--- config.mk ---
export PLATFORM = sky130hd
export DESIGN_NAME = smbus_line_supervisor
export DESIGN_NICKNAME = d
export VERILOG_FILES = /design/src/rtl/smbus_sup_pkg.sv /design/src/rtl/sup_line_filter.sv /design/src/rtl/sup_tick_counter.sv /design/src/rtl/sup_ext_meter.sv /design/src/rtl/smbus_line_supervisor.sv
export SDC_FILE = /design/constraint.sdc
export NUM_CORES = 1
export LEC_CHECK = 0
export BUFFER_PORTS_ARGS = -buffer_cell sky130_fd_sc_hd__buf_2
export CAP_MARGIN = 5
export CORE_MARGIN = 2
export CORE_UTILIZATION = 33
export DETAILED_ROUTE_END_ITERATION = 8
export MAX_ROUTING_LAYER = met4
export PLACE_DENSITY_LB_ADDON = 0.15
export SLEW_MARGIN = 10
export SYNTH_ARGS = -nofsm -noshare
export SYNTH_HDL_FRONTEND = slang
export SYNTH_SLANG_ARGS = --single-unit
--- constraint.sdc ---
create_clock -name clk -period 2 [get_ports clk]
set_input_delay 0.1 -clock clk [delete_from_list [all_inputs] [get_ports clk]]
set_output_delay 0.1 -clock clk [all_outputs]
set_load 0.05 [all_outputs]
--- src/rtl/smbus_sup_pkg.sv ---
// Shared constants and helpers for the SMBus line-state supervisor.
package smbus_sup_pkg;
    localparam int LINE_SCL  = 0;
    localparam int LINE_SDA  = 1;
    localparam int NUM_LINES = 2;

    // Bit width needed to hold values 0..limit.
    function automatic int cnt_w(input int limit);
        return (limit < 2) ? 1 : $clog2(limit + 1);
    endfunction
endpackage

--- src/rtl/sup_line_filter.sv ---
// Conditions one raw bus wire: two synchronizer flops, then an agreement
// filter that moves its output only when FILT_LEN samples in a row agree.
// Assumes the bus idles high, so every flop resets to 1. FILT_LEN >= 2.
module sup_line_filter #(
    parameter int FILT_LEN = 3
) (
    input  logic clk,
    input  logic rst_n,
    input  logic raw,
    output logic clean
);
    logic                s1;
    logic                s2;
    logic [FILT_LEN-1:0] hist;

    // Synchronize, record history, and update the filtered level.
    always_ff @(posedge clk) begin
        if (!rst_n) begin
            s1    <= 1'b1;
            s2    <= 1'b1;
            hist  <= '1;
            clean <= 1'b1;
        end else begin
            s1   <= raw;
            s2   <= s1;
            hist <= {hist[FILT_LEN-2:0], s2};
            if (&hist)
                clean <= 1'b1;
            else if (~|hist)
                clean <= 1'b0;
        end
    end


    filt_agree_chk: assert property (@(posedge clk) disable iff (!rst_n)
        (clean != $past(clean)) |-> ($past(hist) == {FILT_LEN{clean}}));
endmodule

--- src/rtl/sup_tick_counter.sv ---
// Saturating duration counter: clears while clr is high, otherwise
// advances on inc until it holds at LIMIT. Never wraps.
module sup_tick_counter
    import smbus_sup_pkg::*;
#(
    parameter int LIMIT = 10,
    parameter int W     = cnt_w(LIMIT)
) (
    input  logic         clk,
    input  logic         rst_n,
    input  logic         clr,
    input  logic         inc,
    output logic [W-1:0] cnt
);
    localparam logic [W-1:0] TOP = W'(LIMIT);

    // Clear, count, or hold at the ceiling.
    always_ff @(posedge clk) begin
        if (!rst_n)
            cnt <= '0;
        else if (clr)
            cnt <= '0;
        else if (inc && (cnt != TOP))
            cnt <= cnt + 1'b1;
    end


    no_overflow_chk: assert property (@(posedge clk) disable iff (!rst_n)
        ((cnt == TOP) && !clr) |=> (cnt == TOP));
endmodule

--- src/rtl/sup_ext_meter.sv ---
// Sums the clock-low ticks held by each side inside one message (from a
// start to a stop) and raises a sticky overrun flag when either sum exceeds
// its budget. A start clears both sums and the flag, taking priority over
// a stop or a crossing in the same cycle.
module sup_ext_meter
    import smbus_sup_pkg::*;
#(
    parameter int SEXT_TICKS = 25,
    parameter int MEXT_TICKS = 10
) (
    input  logic clk,
    input  logic rst_n,
    input  logic tick,
    input  logic scl_low,
    input  logic slave_hold,
    input  logic start_seen,
    input  logic stop_seen,
    output logic ovr
);
    localparam int SW = cnt_w(SEXT_TICKS + 1);
    localparam int MW = cnt_w(MEXT_TICKS + 1);
    localparam logic [SW-1:0] S_LIM = SW'(SEXT_TICKS);
    localparam logic [MW-1:0] M_LIM = MW'(MEXT_TICKS);

    logic          in_msg;
    logic          low_tick;
    logic [SW-1:0] s_cnt;
    logic [MW-1:0] m_cnt;

    assign low_tick = in_msg && scl_low && tick;

    sup_tick_counter #(.LIMIT(SEXT_TICKS + 1), .W(SW)) u_slave_sum (
        .clk(clk), .rst_n(rst_n), .clr(start_seen),
        .inc(low_tick && slave_hold), .cnt(s_cnt));

    sup_tick_counter #(.LIMIT(MEXT_TICKS + 1), .W(MW)) u_master_sum (
        .clk(clk), .rst_n(rst_n), .clr(start_seen),
        .inc(low_tick && !slave_hold), .cnt(m_cnt));

    // Track whether a message is open.
    always_ff @(posedge clk) begin
        if (!rst_n)
            in_msg <= 1'b0;
        else if (start_seen)
            in_msg <= 1'b1;
        else if (stop_seen)
            in_msg <= 1'b0;
    end

    // Sticky overrun flag, cleared only by a start.
    always_ff @(posedge clk) begin
        if (!rst_n)
            ovr <= 1'b0;
        else if (start_seen)
            ovr <= 1'b0;
        else if ((s_cnt > S_LIM) || (m_cnt > M_LIM))
            ovr <= 1'b1;
    end


    start_clears_chk: assert property (@(posedge clk) disable iff (!rst_n)
        start_seen |=> !ovr);

    ovr_sticky_chk: assert property (@(posedge clk) disable iff (!rst_n)
        (ovr && !start_seen) |=> ovr);
endmodule

--- src/rtl/smbus_line_supervisor.sv ---
// Top of the SMBus line-state supervisor. Cleans both wires, then times the
// all-low, clock-low and both-high states in ticks to drive bus-off,
// calibration request, abort and extension overrun outputs.
// Assumes CAL_TICKS > BUSOFF_TICKS and a tick at most once per cycle.
module smbus_line_supervisor
    import smbus_sup_pkg::*;
#(
    parameter int FILT_LEN     = 3,
    parameter int BUSOFF_TICKS = 2000,
    parameter int CAL_TICKS    = 5000,
    parameter int TOUT_TICKS   = 30,
    parameter int IDLE_TICKS   = 50,
    parameter int SEXT_TICKS   = 25,
    parameter int MEXT_TICKS   = 10
) (
    input  logic clk,
    input  logic rst_n,
    input  logic tick,
    input  logic scl_in,
    input  logic sda_in,
    input  logic idle_rst_dis,
    input  logic start_seen,
    input  logic stop_seen,
    input  logic slave_hold,
    output logic bus_off,
    output logic bus_avail,
    output logic cal_req,
    output logic xact_abort,
    output logic ext_ovr
);
    localparam int LW = cnt_w(CAL_TICKS);
    localparam int TW = cnt_w(TOUT_TICKS + 1);
    localparam int HW = cnt_w(IDLE_TICKS + 1);
    localparam logic [LW-1:0] BUSOFF_C = LW'(BUSOFF_TICKS);
    localparam logic [LW-1:0] CAL_C    = LW'(CAL_TICKS);
    localparam logic [TW-1:0] TOUT_C   = TW'(TOUT_TICKS);
    localparam logic [HW-1:0] IDLE_C   = HW'(IDLE_TICKS);

    logic [NUM_LINES-1:0] raw_lines;
    logic [NUM_LINES-1:0] clean;
    logic                 both_low;
    logic                 both_high;
    logic [LW-1:0]        low_cnt;
    logic [TW-1:0]        scl_cnt;
    logic [HW-1:0]        hi_cnt;
    logic                 cal_armed;
    logic                 cal_fire;
    logic                 tout_hit;
    logic                 idle_hit;

    assign raw_lines[LINE_SCL] = scl_in;
    assign raw_lines[LINE_SDA] = sda_in;

    for (genvar i = 0; i < NUM_LINES; i++) begin : g_line
        sup_line_filter #(.FILT_LEN(FILT_LEN)) u_filt (
            .clk(clk), .rst_n(rst_n), .raw(raw_lines[i]), .clean(clean[i]));
    end

    assign both_low  = ~|clean;
    assign both_high = &clean;

    sup_tick_counter #(.LIMIT(CAL_TICKS), .W(LW)) u_low_cnt (
        .clk(clk), .rst_n(rst_n), .clr(!both_low), .inc(tick), .cnt(low_cnt));

    sup_tick_counter #(.LIMIT(TOUT_TICKS + 1), .W(TW)) u_scl_cnt (
        .clk(clk), .rst_n(rst_n), .clr(clean[LINE_SCL]), .inc(tick), .cnt(scl_cnt));

    sup_tick_counter #(.LIMIT(IDLE_TICKS + 1), .W(HW)) u_hi_cnt (
        .clk(clk), .rst_n(rst_n), .clr(!both_high), .inc(tick), .cnt(hi_cnt));

    assign cal_fire = both_low && (low_cnt == CAL_C) && cal_armed;
    assign tout_hit = !clean[LINE_SCL] && tick && (scl_cnt == TOUT_C);
    assign idle_hit = both_high && tick && (hi_cnt == IDLE_C) && !idle_rst_dis;

    // Bus-off state follows the all-low duration.
    always_ff @(posedge clk) begin
        if (!rst_n)
            bus_off <= 1'b0;
        else
            bus_off <= both_low && (low_cnt >= BUSOFF_C);
    end

    assign bus_avail = !bus_off;

    // Calibration request: one pulse per all-low episode, re-armed on release.
    always_ff @(posedge clk) begin
        if (!rst_n) begin
            cal_req   <= 1'b0;
            cal_armed <= 1'b1;
        end else begin
            cal_req <= cal_fire;
            if (!both_low)
                cal_armed <= 1'b1;
            else if (cal_fire)
                cal_armed <= 1'b0;
        end
    end

    // Abort pulse from clock-low timeout or idle-high reset.
    always_ff @(posedge clk) begin
        if (!rst_n)
            xact_abort <= 1'b0;
        else
            xact_abort <= tout_hit || idle_hit;
    end

    sup_ext_meter #(.SEXT_TICKS(SEXT_TICKS), .MEXT_TICKS(MEXT_TICKS)) u_ext (
        .clk(clk), .rst_n(rst_n), .tick(tick), .scl_low(!clean[LINE_SCL]),
        .slave_hold(slave_hold), .start_seen(start_seen), .stop_seen(stop_seen),
        .ovr(ext_ovr));


    cal_pulse_chk: assert property (@(posedge clk) disable iff (!rst_n)
        cal_req |=> !cal_req);

    cal_in_busoff_chk: assert property (@(posedge clk) disable iff (!rst_n)
        cal_req |-> bus_off);

    busoff_release_chk: assert property (@(posedge clk) disable iff (!rst_n)
        (bus_off && !both_low) |=> !bus_off);

    abort_pulse_chk: assert property (@(posedge clk) disable iff (!rst_n)
        xact_abort |=> !xact_abort);

    idle_dis_chk: assert property (@(posedge clk) disable iff (!rst_n)
        (xact_abort && $past(both_high)) |-> !$past(idle_rst_dis));
endmodule

==> impl_metrics.csv <==
group,metric,value,unit
status,status,"completed",
logic_synthesis,synth_top_family_by_area,"simple AND/OR/NAND/NOR gates",
logic_synthesis,synth-compound-area-share,8.51,%
grt,overflow,0,
layout,area_delta_synth_final,10.4,%
logic_synthesis,syn-num-nets,258,
placed_design,dpl-instance-area,0.00239,mm²
sta,finalClockSkew,0.00313,ns
power_and_ir_drop,ir_drop,0.000249,V
sta,setup_viol,0,
logic_synthesis,yosysWarnings,0,
critical_path,slowest_stage,"nor2b_1",
logic_synthesis,synth_fa_ha_area_share,6.63,%
clock_network,clkLatencyLatePin,0.30,ns
placed_design,io_buffer_count,13,
power_and_ir_drop,p_per_area,674,mW/mm²
min_path,hold_path.class,"in -> reg",
logic_synthesis,syn_area_per_cell,9.56,µm²
clock_network,cts_sinks,51,
detailed_routing,drc,0,
logic_synthesis,synthMuxAreaShare,0.884,%
run,max_cap_violations,0,
die,rows,30,
layout,drive_gt1_share,12.2,%
die,die_area,0.00754,mm²
detailed_routing,wl,3920,µm
clock_network,cts_resized,0,
power_and_ir_drop,power,1.69,mW
logic_synthesis,postSynthCellCount,237,
grt,grt_pass1_wl,7100,µm
sta,fin_crit,1.76,ns
die,initial_core_util,33.7,%
clock_network,path_clk_slew,0.09,ns
die,core_area,0.00672,mm²
logic_synthesis,async_reset_ff_share,0,%
sta,fin_crit_sh,88.2,%
detailed_routing,dr.pass1.iters,4,
die,fp.dieW,86.8,µm
critical_path,path_cells,"ha_1 > and3_1 > ha_1 > nor2b_1 > nand4_1 > xor2_1 > nor2_1",
power_and_ir_drop,power.leakage,0.889,nW
sta,maxSlewHeadroom,58.6,%
die,ios,14,
critical_path,worstSetupStartpointType,"register",
logic_synthesis,ys_types,39,
logic_synthesis,netlist_area,0.00226,mm²
die,die_y,86.8,µm
logic_synthesis,synth-xor-area-share,8.90,%
grt,gr-usage-all-layers,12.3,%
layout,layout_commonest_cell,"dfxtp_1",
critical_path,crit_arrival,1.96,ns
sta,hold_viol_final,0,
critical_path,end_kind,"register",
logic_synthesis,synth-edff-count,0,
placed_design,hpwl,2830,µm
layout,nets,275,
sta,tightest_slew,0.621,ns
critical_path,critical_path_buf_inv_count,0,
detailed_routing,routedWlPerCell,11.7,µm
clock_network,clock-root-buffer,"clkbuf_8",
logic_synthesis,ys_seq_elements,51,
critical_path,cpLargestDelayFamily,"simple AND/OR/NAND/NOR gates",
logic_synthesis,synthSimpleGateAreaFrac,25.5,%
clock_network,htreeDepth,2,
placed_design,finalWeightedCongestion,0.728,
detailed_routing,drt_iter0_drc,51,
detailed_routing,via_per_inst,4.76,
logic_synthesis,synth_top_flop_cell,"dfxtp_1",
critical_path,cpMostUsedCell,"ha_1",
critical_path,cpPeakStageDelay,0.37,ns
grt,grt_max_degree,17,
critical_path,worstPathMaxFanout,6,
critical_path,r2r_slack,0.24,ns
clock_network,numCtsBuffers,5,
clock_network,clock_path_buffers,2,
layout,stdcell_area,0.00250,mm²
clock_network,cts_tree,"yes",
layout,final_cell_mix,"51 x dfxtp_1, 28 x nor2_1, 13 x inv_1, 13 x buf_2",
logic_synthesis,ys_seq_area_share,45.1,%
layout,antennaDiodeCount,0,
critical_path,path_class,"reg -> reg",
grt,grt_antenna_before_repair,0,
sta,fmax,567,MHz
critical_path,required,2.19,ns
sta,rsz0062_at_grt,"false",
detailed_routing,vias,1596,
detailed_routing,final_antenna_net_count,0,
sta,tns,0,ns
grt,grt_pass1_vias,1555,
sta,slew_viol_final,0,
==> registers in the layout (all words and copies together), names as in the netlist <==
signal and flops:
g_line.u_filt.clean 2, g_line.u_filt.hist 6, u_ext.ovr 1, u_hi_cnt.cnt 6
u_ext.u_master_sum.cnt 4, u_ext.u_slave_sum.cnt 5, cal_req 1, u_ext.in_msg 1
u_scl_cnt.cnt 5, cal_armed 1, u_low_cnt.cnt 13, bus_off 1
g_line.u_filt.s2 2, g_line.u_filt.s1 2, xact_abort 1
==> area by class of cell <==
cell class,instances,area (µm²)
inverter,13,48.8
timing repair buffer,17,100
fill,679,4220
clock inverter,2,16.3
sequential,51,1020
clock buffer,6,72.6
multi-input combinational,166,1140
tap,80,100
==> power breakdown <==
part | internal, mW | switching [mW] | leakage, nW
Combinational | 0.0263 | 0.0299 | 0.434
Clock | 0.252 | 0.343 | 0.0418
Sequential | 1.03 | 0.00766 | 0.413
Total | 1.30 | 0.381 | 0.889
==> cell usage after synthesis, types with 2 or more instances <==
cell | count | share of area [%]
o21ai_0 | 5 | 1.1
nor4_2 | 2 | 1.1
o21a_1 | 5 | 1.7
nor4b_2 | 2 | 1.3
nand3_1 | 7 | 1.5
mux2i_1 | 2 | 0.88
clkbuf_1 | 4 | 0.66
or3_1 | 5 | 1.4
buf_6 | 2 | 0.99
nand2b_1 | 12 | 3.3
or2_1 | 2 | 0.55
xor2_1 | 11 | 4.3
a211oi_1 | 2 | 0.66
and4b_1 | 2 | 0.88
nand2_1 | 8 | 1.3
xnor2_1 | 12 | 4.6
inv_1 | 13 | 2.2
nor2b_1 | 2 | 0.55
a21o_1 | 2 | 0.66
nand4_1 | 12 | 3.3
nor2_1 | 28 | 4.6
nor2_2 | 3 | 0.83
ha_1 | 12 | 6.6
nor3_1 | 6 | 1.3
dfxtp_1 | 51 | 45
a21oi_1 | 12 | 2.7
==> kinds of logic (layout without fill, tap and decap cells) <==
group,Yosys count,in the layout
and+or+nand+nor,98,98
DFF,51,51
AOI/OAI and AO/OA,31,31
xor gates and xnor gates,23,23
buffers and inverters,20,38
adders and majority gates,12,12
muxes,2,2
==> worst paths after layout <==
kind                                  startpoint                             end  cells past startpoint
setup reg to reg   u_scl_cnt.cnt[0]$_SDFFE_PP0P_   u_scl_cnt.cnt[3]$_SDFFE_PP0P_                      7
hold / removal                        start_seen       u_ext.in_msg$_SDFFE_PN0P_                      2
hold reg to reg   g_line[0].u_filt.s1$_SDFF_PN1_  g_line[0].u_filt.s2$_SDFF_PN1_                      1
setup / recovery   u_scl_cnt.cnt[0]$_SDFFE_PP0P_   u_scl_cnt.cnt[3]$_SDFFE_PP0P_                      7
==> timing repair <==
item / CTS / global route
buffers inserted: 0 / 0
hold endpoints to repair: 2 / 0
hold buffers: 2 / 0
==> stage by stage <==
step | hold slack, ns | setup WS (ns) | std cells | util, %
global route | 0.00122 | 0.0234 | 335 | 37.2
finish | 0.0148 | 0.236 | 335 | 37.2
CTS | 0.00257 | 0.217 | 335 | 37.2
global placement | 0.283 | 0.271 | 325 | 35.6
floorplan | 0.173 | 0.399 | 237 | -
detailed placement | 0.289 | 0.226 | 325 | 35.6
==> routing by layer <==
layer	global-route usage [%]	vias to the layer above	part of all wire, %
met5	-	-	0
met4	3.84	0	1.4
met3	3.43	5	2.5
met2	19.2	15	47
met1	15.4	731	50
li1	-	845	-
Power figures use the tool's default switching activity.
